### config.mk
export PLATFORM = sky130hd
export DESIGN_NAME = trk_adc_ctrl
export DESIGN_NICKNAME = d
export VERILOG_FILES = /design/src/rtl/trk_pkg.sv /design/src/rtl/trk_sync.sv /design/src/rtl/trk_prescale.sv /design/src/rtl/trk_updown.sv /design/src/rtl/trk_lock.sv /design/src/rtl/trk_adc_ctrl.sv
export SDC_FILE = /design/constraint.sdc
export NUM_CORES = 1
export LEC_CHECK = 0
export CAP_MARGIN = 20
export CORE_MARGIN = 5
export CORE_UTILIZATION = 57
export CTS_BUF_LIST = sky130_fd_sc_hd__clkbuf_4
export DETAILED_ROUTE_END_ITERATION = 8
export GPL_TIMING_DRIVEN = 0
export PLACE_DENSITY = 0.8
export SLEW_MARGIN = 20
export SYNTH_ARGS = -nofsm -noshare
export SYNTH_HDL_FRONTEND = slang
export SYNTH_HIERARCHICAL = 1
export SYNTH_SLANG_ARGS = --single-unit
### constraint.sdc
create_clock -name clk -period 2.3 [get_ports clk]
set_clock_uncertainty 0.05 [all_clocks]
set_input_delay 0.46 -clock clk [delete_from_list [all_inputs] [get_ports clk]]
set_output_delay 0.46 -clock clk [all_outputs]
set_load 0.1 [all_outputs]
### src/rtl/trk_pkg.sv
// Shared types for the tracking converter controller.
// Assumes nothing beyond the 1800-2017 language.
package trk_pkg;
    typedef enum logic {
        PH_CATCHUP = 1'b0,
        PH_TRACK   = 1'b1
    } trk_phase_e;

    typedef enum logic {
        DIR_UP   = 1'b0,
        DIR_DOWN = 1'b1
    } trk_dir_e;
endpackage

### src/rtl/trk_sync.sv
// Multi-stage flip-flop synchronizer for a single asynchronous bit.
// Assumes STAGES >= 2 and that the input is a level, not a pulse.
module trk_sync #(
    parameter int STAGES = 2
) (
    input  logic clk,
    input  logic rst_n,
    input  logic d_i,
    output logic q_o
);
    logic [STAGES-1:0] chain;

    genvar gi;
    generate
        for (gi = 0; gi < STAGES; gi++) begin : g_stage
            // one flop of the chain, stage 0 samples the raw input
            always_ff @(posedge clk) begin
                if (!rst_n)
                    chain[gi] <= 1'b0;
                else if (gi == 0)
                    chain[gi] <= d_i;
                else
                    chain[gi] <= chain[(gi == 0) ? 0 : gi-1];
            end
        end
    endgenerate

    assign q_o = chain[STAGES-1];
endmodule

### src/rtl/trk_prescale.sv
// Clock-enable divider: step_o is high for one clock in every DIV clocks.
// Assumes DIV >= 1. The first pulse is in the DIV-th cycle after reset.
module trk_prescale #(
    parameter int DIV = 4
) (
    input  logic clk,
    input  logic rst_n,
    output logic step_o
);
    generate
        if (DIV <= 1) begin : g_every
            assign step_o = 1'b1;
        end else begin : g_count
            localparam int CW = $clog2(DIV);
            localparam logic [CW-1:0] LAST = CW'(DIV - 1);
            logic [CW-1:0] cnt;

            assign step_o = (cnt == LAST);

            // free-running modulo-DIV counter
            always_ff @(posedge clk) begin
                if (!rst_n)
                    cnt <= '0;
                else if (step_o)
                    cnt <= '0;
                else
                    cnt <= cnt + 1'b1;
            end
        end
    endgenerate
endmodule

### src/rtl/trk_updown.sv
// Saturating up/down code register with the catch-up/track phase.
// Assumes above_i is already synchronized. On a step it moves toward the
// input. move_o flags a step that really changed the code.
module trk_updown
    import trk_pkg::*;
#(
    parameter int CODE_W = 8
) (
    input  logic              clk,
    input  logic              rst_n,
    input  logic              step_i,
    input  logic              above_i,
    output logic [CODE_W-1:0] code_o,
    output logic              move_o,
    output trk_dir_e          dir_o,
    output logic              track_o,
    output logic              catchup_o
);
    localparam logic [CODE_W-1:0] CODE_MAX = {CODE_W{1'b1}};

    trk_phase_e phase;
    logic       at_top;
    logic       at_bottom;

    // direction and saturation decode for the current step
    always_comb begin
        at_top    = (code_o == CODE_MAX);
        at_bottom = (code_o == '0);
        dir_o     = above_i ? DIR_DOWN : DIR_UP;
        move_o    = step_i && (above_i ? !at_bottom : !at_top);
        track_o   = (phase == PH_TRACK) || (step_i && above_i);
        catchup_o = (phase == PH_CATCHUP);
    end

    // code register and phase update
    always_ff @(posedge clk) begin
        if (!rst_n) begin
            code_o <= '0;
            phase  <= PH_CATCHUP;
        end else begin
            if (step_i && above_i)
                phase <= PH_TRACK;
            if (move_o) begin
                if (dir_o == DIR_DOWN)
                    code_o <= code_o - 1'b1;
                else
                    code_o <= code_o + 1'b1;
            end
        end
    end
endmodule

### src/rtl/trk_lock.sv
// Lock and slew detector based on the direction history of real moves.
// Assumes SLEW_RUN >= 2. Two reversals in a row set lock. A same-direction
// run of SLEW_RUN moves clears lock and flags slewing. Flags change only in
// the tracking phase.
module trk_lock
    import trk_pkg::*;
#(
    parameter int SLEW_RUN = 4
) (
    input  logic     clk,
    input  logic     rst_n,
    input  logic     move_i,
    input  trk_dir_e dir_i,
    input  logic     track_i,
    output logic     locked_o,
    output logic     slewing_o
);
    localparam int RW = $clog2(SLEW_RUN + 1);
    localparam logic [RW-1:0] RUN_LIM = RW'(SLEW_RUN);
    localparam logic [RW-1:0] RUN_ONE = RW'(1);

    trk_dir_e      prev_dir;
    logic [1:0]    rev_cnt;
    logic [1:0]    rev_nxt;
    logic [RW-1:0] run_cnt;
    logic [RW-1:0] run_nxt;
    logic          reversal;

    // next reversal streak and run length
    always_comb begin
        reversal = (dir_i != prev_dir);
        if (reversal) begin
            rev_nxt = (rev_cnt == 2'd2) ? 2'd2 : rev_cnt + 2'd1;
            run_nxt = RUN_ONE;
        end else begin
            rev_nxt = 2'd0;
            run_nxt = (run_cnt == RUN_LIM) ? RUN_LIM : run_cnt + RUN_ONE;
        end
    end

    // history registers and status flags
    always_ff @(posedge clk) begin
        if (!rst_n) begin
            prev_dir  <= DIR_UP;
            rev_cnt   <= 2'd0;
            run_cnt   <= '0;
            locked_o  <= 1'b0;
            slewing_o <= 1'b0;
        end else if (move_i) begin
            prev_dir <= dir_i;
            rev_cnt  <= rev_nxt;
            run_cnt  <= run_nxt;
            if (track_i) begin
                if (run_nxt == RUN_LIM) begin
                    locked_o  <= 1'b0;
                    slewing_o <= 1'b1;
                end else if (rev_nxt == 2'd2) begin
                    locked_o  <= 1'b1;
                    slewing_o <= 1'b0;
                end else if (reversal) begin
                    slewing_o <= 1'b0;
                end
            end
        end
    end
endmodule

### src/rtl/trk_adc_ctrl.sv
// Top of the tracking converter controller: synchronizer, step divider,
// up/down code register and lock/slew detector.
// Assumes STEP_DIV > SYNC_STAGES, so a step always sees the comparator
// response to the previous code, and SLEW_RUN >= 2.
module trk_adc_ctrl
    import trk_pkg::*;
#(
    parameter int CODE_W      = 8,
    parameter int STEP_DIV    = 4,
    parameter int SLEW_RUN    = 4,
    parameter int SYNC_STAGES = 2
) (
    input  logic              clk,
    input  logic              rst_n,
    input  logic              cmp_above_i,
    output logic [CODE_W-1:0] code_o,
    output logic              locked_o,
    output logic              slewing_o
);
    logic     above_s;
    logic     step_en;
    logic     move;
    logic     track;
    logic     in_catchup;
    trk_dir_e dir;

    trk_sync #(.STAGES(SYNC_STAGES)) u_sync (
        .clk   (clk),
        .rst_n (rst_n),
        .d_i   (cmp_above_i),
        .q_o   (above_s)
    );

    trk_prescale #(.DIV(STEP_DIV)) u_div (
        .clk    (clk),
        .rst_n  (rst_n),
        .step_o (step_en)
    );

    trk_updown #(.CODE_W(CODE_W)) u_code (
        .clk       (clk),
        .rst_n     (rst_n),
        .step_i    (step_en),
        .above_i   (above_s),
        .code_o    (code_o),
        .move_o    (move),
        .dir_o     (dir),
        .track_o   (track),
        .catchup_o (in_catchup)
    );

    trk_lock #(.SLEW_RUN(SLEW_RUN)) u_lock (
        .clk       (clk),
        .rst_n     (rst_n),
        .move_i    (move),
        .dir_i     (dir),
        .track_i   (track),
        .locked_o  (locked_o),
        .slewing_o (slewing_o)
    );
endmodule

==> reports/results.txt, run 1 <==
number of H-tree levels: 1
final hold viol count: 0
RR Endpoint: u_code/code_o[7]$_SDFFE_PN0P_
Clock power frac: 27.2%
leading cell type in the layout, fill and taps excluded: dfxtp_1
end point of the critical path: u_code/code_o[7]$_SDFFE_PN0P_
period utilisation layout: 94.31%
CP Max Fanout: 13
mux contribution to synthesized area: 5.852%
Register Area: 427.9 µm²
Critical Path Start Type: register
initial antenna violation count: 0
vias in the first global route: 960
Sequential Power Share: 56.7%
CTS clk-pin slew, worst paths: 110 ps
total negative slack: 0 ps
Hold Crit Start: u_div/g_count.cnt[0]$_SDFF_PP0_
die height: 55.84 µm
first-pass GRT wire length: 4.071 mm
Reg-to-Reg Start: u_sync/q_o$_SDFF_PN0_
NetSw: 0.0001894 W
maximum clock insertion buffer count: 2
worst reg-to-reg setup slack: 130 ps
syn nets: 146
syn avg cell area: 9.071 µm²
Buf+Inv Stages, Crit Path: 0
Yosys reg bits: 21
largest net degree at the start of global routing: 16
most frequent cells in the layout: dfxtp_1 (15), ha_1 (10), inv_1 (9)
post-route insts no fill: 175
Worst Setup End Kind: register
kind of critical path: register to register
worst rel slew slack: 35.44%
post-route ant nets: 0
vias per inst: 5.691
fin crit period: 2169 ps
peak per-stage delay on the critical path: 480 ps
antenna cells: 0
post-synthesis simple-gate area fraction: 23.41%
Syn-to-layout area delta: 15.57%
fmax: 0.4610 GHz
Inserted Clock Buffers: 3
Post-Synth XOR/XNOR Area: 4.284%
top cell type by total area after synthesis: dfxtp_1
Layout Nets: 163
final setup vio count: 0
Critical Path RT: 2480 ps
Worst VDD drop: 349.7 µV
yosys warns: 6
cell count after synthesis: 132
# port buffers: 12
mapped cell area: 0.001197 mm²
Seq/Total Area, Yosys: 35.11%
max-slew violations: 0
drc violations: 0
I/O pins: 13
WP depth: 7
total number of vias: 996
Multi-input gate area: 719.4 µm²
fin util: 69.82%
Worst R2R Path Depth: 7
switching fraction of total power: 27.65%
Pint: 0.0004958 W
Gate power share: 16.0%
Post-Route WL: 2.311 mm
slowest CP cell: dfxtp_2
Iter 0 DRT Violations: 20
CTS tree: done
Filler Cell Count: 172
Die X: 55.84 µm
top-area cell type share of the netlist area: 35.11%
unrepaired setup endpoints after global routing: false
Synth Area in Compound Gates: 14.42%
Clk Latency, worst-skew pair: 300 ps
main combinational cell family by area after synthesis: simple AND/OR/NAND/NOR gates
Power Density: 495.2 mW/mm²
All-Layer GR Usage: 15.75%
Rows: 16
Unique masters post-synth: 38
CP startpoint: u_sync/q_o$_SDFF_PN0_
Critical Path AT: 2350 ps
GRT overflow: 0
CTS Hold Bufs: 0
Setup Buffers After CTS: 0
status: finished, final reports clean
gpl congestion: 0.7622
Worst Hold Class: register to register
Die ar.: 0.003118 mm²
core area: 0.001982 mm²
worst path cell trace: ha_1, a211oi_2, nor3_1, o31a_1, or3_1, nand3_1, mux2i_1
Top Family by Delay on Critical Path: compound AO/OA/AOI/OAI gates
adder-cell share of the synthesized area: 12.12%
clk sinks: 21
Design Power: 0.0006852 W
WL/cell: 13.21 µm
placed insts: 171
Initial Util: 60.42%
Pleak: 0.6231 nW
clock tree root driver cell: clkbuf_4
worst slew pin tran: 966.9 ps
dpl hpwl: 1.766 mm
share of cells above drive strength 1: 12.84%
max-cap viol count: 0
top cells by area, synth: dfxtp_1 (35%), ha_1 (10%), mux2i_1 (5.9%)
DR pass1 iterations: 4
## worst min path at each step
stage                                                  to  cells past startpoint
final                     u_div/g_count.cnt[0]$_SDFF_PP0_                      1
after global routing      u_div/g_count.cnt[0]$_SDFF_PP0_                      1
after CTS                 u_div/g_count.cnt[0]$_SDFF_PP0_                      1
after detailed placement  u_div/g_count.cnt[0]$_SDFF_PP0_                      1
after global placement              u_sync/q_o$_SDFF_PN0_                      1
after floorplan                     u_sync/q_o$_SDFF_PN0_                      1
## cell type report
| class | instances | share of cell area (%) |
|---|---|---|
| buffer | 3 | 1.718 |
| clock buffer | 4 | 2.170 |
| inverter | 9 | 2.441 |
| multi-input combinational | 99 | 51.99 |
| sequential | 21 | 30.92 |
| tap | 27 | 2.441 |
| timing repair buffer | 12 | 8.318 |
## flip-flops by register name (all words and copies together) (netlist names)
register,count
u_code/code_o,8
u_lock/run_cnt,3
u_div/g_count.cnt,2
u_lock/rev_cnt,2
u_code/phase,1
u_lock/locked_o,1
u_lock/prev_dir,1
u_lock/slewing_o,1
u_sync/chain,1
u_sync/q_o,1
## layer usage
| metal | up-vias | GRT usage, % | wire, µm |
|---|---|---|---|
| met5 | - | 0 | 0 |
| met4 | 0 | 6.102 | 26 |
| met3 | 4 | 4.176 | 83 |
| met2 | 25 | 26.52 | 1125 |
| met1 | 469 | 19.04 | 1076 |
| li1 | 498 | - | - |
## synthesized netlist by cell type, drive strengths merged
cell type and number:
a211oi 2, a21boi 1, a21o 1, a21oi 8
and2 5, and3 1, and3b 2, buf 3
dfxtp 21, fa 1, ha 10, inv 9
mux2i 7, nand2 8, nand2b 2, nand3 5
nand3b 1, nand4 3, nand4b 1, nor2 8
nor2b 4, nor3 5, nor3b 2, nor4 1
o211a 1, o21a 2, o21ai 8, o21bai 1
o22ai 1, o31a 2, or3 1, xnor2 4
xor2 1
## metrics by stage
stage	cell area, µm²	hold WS (ps)	setup slack, ps
after floorplan	1204	361.8	-174.7
after global placement	1358	368.1	58.34
after detailed placement	1358	387.8	1.657
after CTS	1379	404.6	5.792
after global routing	1384	418.0	25.29
final	1384	403.4	130.8
## cell families (layout without fill, tap and decap cells)
family / Yosys count / in the layout
simple gates: 49 / 49
compound gates: 27 / 27
flops: 21 / 21
buf+inv: 12 / 28
fa+ha+maj: 11 / 11
mux: 7 / 7
xor+xnor: 5 / 5
## what timing repair did
action	4_1_cts	5_1_grt
resized for setup	9	2
cloned	0	0
endpoints found under the setup margin	9	2
endpoints found under the hold margin	0	0
## power by group through the flow
| stage | Sequential (W) | Clock, W | Combinational (W) |
|---|---|---|---|
| after floorplan | 0.000422 | 0 | 0.0000597 |
| after global placement | 0.000396 | 0 | 0.000108 |
| after detailed placement | 0.000397 | 0 | 0.000112 |
| after CTS | 0.000389 | 0.000191 | 0.000110 |
| after global routing | 0.000391 | 0.000208 | 0.000122 |
| final | 0.000389 | 0.000187 | 0.000110 |
No activity file was read; power rests on OpenSTA's default activity.
==> run 2: changes to the inputs <==
CTS_CLUSTER_SIZE = 8   (was default)
SETUP_SLACK_MARGIN = 0.05   (was default)
TNS_END_PERCENT = 100   (was default)
==> run 2 against run 1 <==
First-iteration DRC count stayed put. Via count fell by 0.20%. Clock-buffer cell count unchanged. Critical path depth shrank 6. Critical path type is now register to primary output. Register-to-register slack better by 60 ps. Largest cell class unchanged. Flip-flop and latch count is the same.
==> reports/results.txt, run 2 (synthesis gave the netlist of run 1 again) <==
Reg-to-Reg Start: u_sync/q_o$_SDFF_PN0_
total number of vias: 994
status: finished, final reports clean
unrepaired setup endpoints after global routing: false
number of flip-flops under the largest register name: 8
worst slew pin tran: 961.4 ps
period utilisation layout: 91.85%
Worst Setup End Kind: primary output
Initial Util: 60.42%
Iter 0 DRT Violations: 20
Syn-to-layout area delta: 15.15%
drc violations: 0
vias in the first global route: 960
Clk Latency, worst-skew pair: 300 ps
Worst R2R Path Depth: 7
Worst Hold Depth: 1
dpl hpwl: 1.766 mm
DR pass1 iterations: 4
leading cell type in the layout, fill and taps excluded: dfxtp_1
slowest CP cell: dlygate4sd2_1
GRT overflow: 0
Hold Crit Start: u_div/g_count.cnt[0]$_SDFF_PP0_
Critical Path AT: 1600 ps
kind of critical path: register to primary output
Power Density: 495.8 mW/mm²
first-pass GRT wire length: 4.071 mm
Critical Path RT: 1790 ps
leading registers by flop count: u_code/code_o: 8 flops, u_lock/run_cnt: 3 flops
peak per-stage delay on the critical path: 880 ps
Filler Cell Count: 175
CTS clk-pin slew, worst paths: 110 ps
gpl congestion: 0.7622
Die ar.: 0.003118 mm²
largest net degree at the start of global routing: 16
worst hold endpoint: u_div/g_count.cnt[0]$_SDFF_PP0_
maximum clock insertion buffer count: 2
post-route ant nets: 0
Hold Worst Slack: 403.9 ps
Worst Hold Class: register to register
fin util: 69.57%
antenna cells: 0
worst path cell trace: dlygate4sd2_1
Top Family by Delay on Critical Path: buffers and inverters
total negative slack: 0 ps
post-place setup slack: 1.657 ps
Layout Nets: 163
Buf+Inv Stages, Crit Path: 1
core area: 0.001982 mm²
clk sinks: 21
final setup vio count: 0
Largest Register: u_code/code_o
All-Layer GR Usage: 15.75%
WL/cell: 13.21 µm
initial antenna violation count: 0
worst rel slew slack: 36.16%
Rows: 16
most frequent cells in the layout: dfxtp_1 (15), dlygate4sd2_1 (10), ha_1 (10)
fin crit period: 2113 ps
vias per inst: 5.680
RR Endpoint: u_code/code_o[7]$_SDFFE_PN0P_
number of H-tree levels: 1
CTS tree: done
setup ws final: 187.4 ps
Die X: 55.84 µm
clock tree root driver cell: clkbuf_4
I/O pins: 13
CTS Hold Bufs: 0
share of cells above drive strength 1: 12.84%
# port buffers: 12
Pleak: 0.5956 nW
Worst VDD drop: 348.2 µV
max-cap viol count: 0
Critical Path Start Type: register
CP Max Fanout: 5
Inserted Clock Buffers: 3
max-slew violations: 0
final hold viol count: 0
fmax: 0.4734 GHz
die height: 55.84 µm
Post-Route WL: 2.312 mm
worst reg-to-reg setup slack: 190 ps
## run 2: how the worst max path moves through the flow
stage / from / to / slack [ps] / cells after the start
2_1_floorplan: u_code/code_o[4]$_SDFFE_PN0P_ / u_code/code_o[7]$_SDFFE_PN0P_ / -170 / 7
3_3_place_gp: u_sync/q_o$_SDFF_PN0_ / u_code/code_o[7]$_SDFFE_PN0P_ / 60 / 7
3_5_place_dp: u_sync/q_o$_SDFF_PN0_ / u_code/code_o[7]$_SDFFE_PN0P_ / 2 / 7
4_1_cts: u_sync/q_o$_SDFF_PN0_ / u_code/code_o[7]$_SDFFE_PN0P_ / 130 / 7
5_1_grt: u_sync/q_o$_SDFF_PN0_ / u_code/code_o[7]$_SDFFE_PN0P_ / 110 / 7
6_report: u_code/code_o[5]$_SDFFE_PN0P_ / code_o[5] / 190 / 1
## run 2: timing repair
| item | in CTS | in global routing |
|---|---|---|
| resized for setup | 11 | 1 |
| buffers inserted | 0 | 0 |
| setup endpoints to repair | 11 | 1 |
## run 2: per-layer routing
| layer | track usage (%) | up-vias | part of all wire [%] |
|---|---|---|---|
| met3 | 4.176 | 4 | 3.6 |
| met1 | 19.04 | 466 | 47 |
| li1 | - | 499 | - |
| met4 | 6.102 | 0 | 1.1 |
| met2 | 26.52 | 25 | 48 |
| met5 | 0 | - | 0 |
## run 2: cell type report
| class | instances | area, µm² | share of cell area [%] |
|---|---|---|---|
| timing repair buffer | 12 | 107.6 | 7.804 |
| tap | 27 | 33.78 | 2.450 |
| clock buffer | 4 | 30.03 | 2.178 |
| inverter | 9 | 33.78 | 2.450 |
| sequential | 21 | 430.4 | 31.22 |
| buffer | 3 | 23.77 | 1.724 |
| multi-input combinational | 99 | 719.4 | 52.18 |
## run 2: stage by stage
| step | power [W] | area, µm² | cells |
|---|---|---|---|
| floorplan | 0.0004816 | 1204 | 132 |
| global placement | 0.0005045 | 1358 | 171 |
| detailed placement | 0.0005097 | 1358 | 171 |
| CTS | 0.0006900 | 1376 | 175 |
| global route | 0.0007206 | 1379 | 175 |
| finish | 0.0006836 | 1379 | 175 |
## run 2: power by group
group | internal (W) | switching (W)
Clock | 0.0000793 | 0.000106
Sequential | 0.000376 | 0.0000124
Combinational | 0.0000401 | 0.0000698
==> run 3: changes to the inputs <==
CORE_MARGIN = default   (was 5)
CORE_UTILIZATION = 55   (was 57)
CTS_BUF_LIST = default   (was sky130_fd_sc_hd__clkbuf_4)
PLACE_DENSITY = 0.78   (was 0.8)
==> run 3 against run 2 <==
Die area down 24%. Final cell count stayed put. Maximum frequency is essentially flat. Global-route usage up 5.3 points. Register-to-register slack gained 40 ps. Critical path type unchanged. Critical endpoint is now code_o[0].
==> reports/results.txt, run 3 (synthesis gave the netlist of run 1 again) <==
total negative slack: 0 ps
Critical Path AT: 1600 ps
GRT overflow: 0
Iter 0 DRT Violations: 16
drc violations: 0
worst rel slew slack: 35.93%
CTS clk-pin slew, worst paths: 120 ps
Die X: 48.66 µm
worst slew pin tran: 964.9 ps
number of flip-flops under the largest register name: 8
leading registers by flop count: u_code/code_o: 8 flops, u_lock/run_cnt: 3 flops
final setup vio count: 0
Hold Worst Slack: 403.0 ps
Worst Setup End Kind: primary output
leading cell type in the layout, fill and taps excluded: dfxtp_1
Critical Path RT: 1790 ps
Pint: 0.0004805 W
grt peak-use layer: met2
total number of vias: 982
met1 Usage GRT: 25.44%
most frequent cells in the layout: dfxtp_1 (15), dlygate4sd2_1 (10), ha_1 (10)
post-route ant nets: 0
initial antenna violation count: 0
fmax: 0.4737 GHz
final hold viol count: 0
Critical Path Start Type: register
Initial Util: 59.81%
Die ar.: 0.002368 mm²
NetSw: 0.0001913 W
max-cap viol count: 0
first-pass GRT wire length: 3.884 mm
gpl congestion: 0.8517
I/O pins: 13
Register Area: 430.4 µm²
Design Power: 0.0006718 W
DR pass1 iterations: 4
Multi-input gate area: 719.4 µm²
largest net degree at the start of global routing: 16
Clock power frac: 26.0%
WL/cell: 12.65 µm
status: finished, final reports clean
Layout Nets: 163
Worst Hold Class: register to register
dpl hpwl: 1.634 mm
Gate power share: 16.3%
clk sinks: 21
CTS tree: done
Filler Cell Count: 179
vias per inst: 5.611
Buf+Inv Stages, Crit Path: 1
# port buffers: 12
die height: 48.66 µm
Power Density: 488.1 mW/mm²
vias in the first global route: 899
unrepaired setup endpoints after global routing: false
switching fraction of total power: 28.48%
setup ws final: 188.9 ps
peak per-stage delay on the critical path: 870 ps
Worst VDD drop: 498.4 µV
slowest CP cell: dlygate4sd2_1
CP Max Fanout: 7
Clk Latency, worst-skew pair: 310 ps
core area: 0.002002 mm²
Sequential Power Share: 57.7%
fin crit period: 2111 ps
period utilisation layout: 91.79%
number of H-tree levels: 1
CTS Hold Bufs: 0
Setup Buffers After CTS: 0
Inserted Clock Buffers: 3
clock tree root driver cell: clkbuf_4
share of cells above drive strength 1: 12.84%
Post-Route WL: 2.214 mm
All-Layer GR Usage: 21.02%
post-place setup slack: 35.45 ps
Largest Register: u_code/code_o
kind of critical path: register to primary output
antenna cells: 0
Syn-to-layout area delta: 14.94%
fin util: 68.75%
met2 GRT Util: 36.57%
maximum clock insertion buffer count: 2
GRT met3 Usage: 5.975%
max-slew violations: 0
Pleak: 0.5949 nW
Rows: 16
worst path cell trace: dlygate4sd2_1
Top Family by Delay on Critical Path: buffers and inverters
[run 3: final cells by class]
cell class | instances | share of cell area (%)
multi-input combinational | 99 | 52.27
clock inverter | 1 | 0.3636
buffer | 3 | 1.727
inverter | 9 | 2.455
clock buffer | 3 | 1.636
timing repair buffer | 12 | 7.818
sequential | 21 | 31.27
tap | 27 | 2.455
[run 3: through the flow]
stage	area, µm²	std cells
floorplan	1204	132
global placement	1358	171
detailed placement	1358	171
CTS	1374	175
global route	1376	175
finish	1376	175
[run 3: repair_timing]
action | in CTS | in global routing
setup endpoints to repair | 11 | 1
gates cloned | 0 | 0
gates resized for setup | 11 | 1
pin swaps | 0 | 0
[run 3: worst paths after layout]
kind                                       from  slack (ps)  cells past startpoint                            end
setup reg to reg          u_sync/q_o$_SDFF_PN0_         230                      7  u_code/code_o[7]$_SDFFE_PN0P_
setup / recovery  u_code/code_o[0]$_SDFFE_PN0P_         190                      1                      code_o[0]
hold / removal       u_sync/chain[0]$_SDFF_PN0_         400                      1          u_sync/q_o$_SDFF_PN0_
hold reg to reg      u_sync/chain[0]$_SDFF_PN0_         400                      1          u_sync/q_o$_SDFF_PN0_
[run 3: power groups by stage]
stage	clock network [W]	registers, W	logic [W]
finish	0.000175	0.000388	0.000109
global route	0.000198	0.000391	0.000121
CTS	0.000184	0.000389	0.000110
detailed placement	0	0.000397	0.000112
global placement	0	0.000396	0.000108
floorplan	0	0.000422	0.0000597
[run 3: routing by layer]
metal,vias up,share of wire (%),wire (µm)
li1,502,-,-
met1,453,47,1044
met3,2,5.0,110
met5,-,0,0
met2,25,47,1047
met4,0,0.54,12
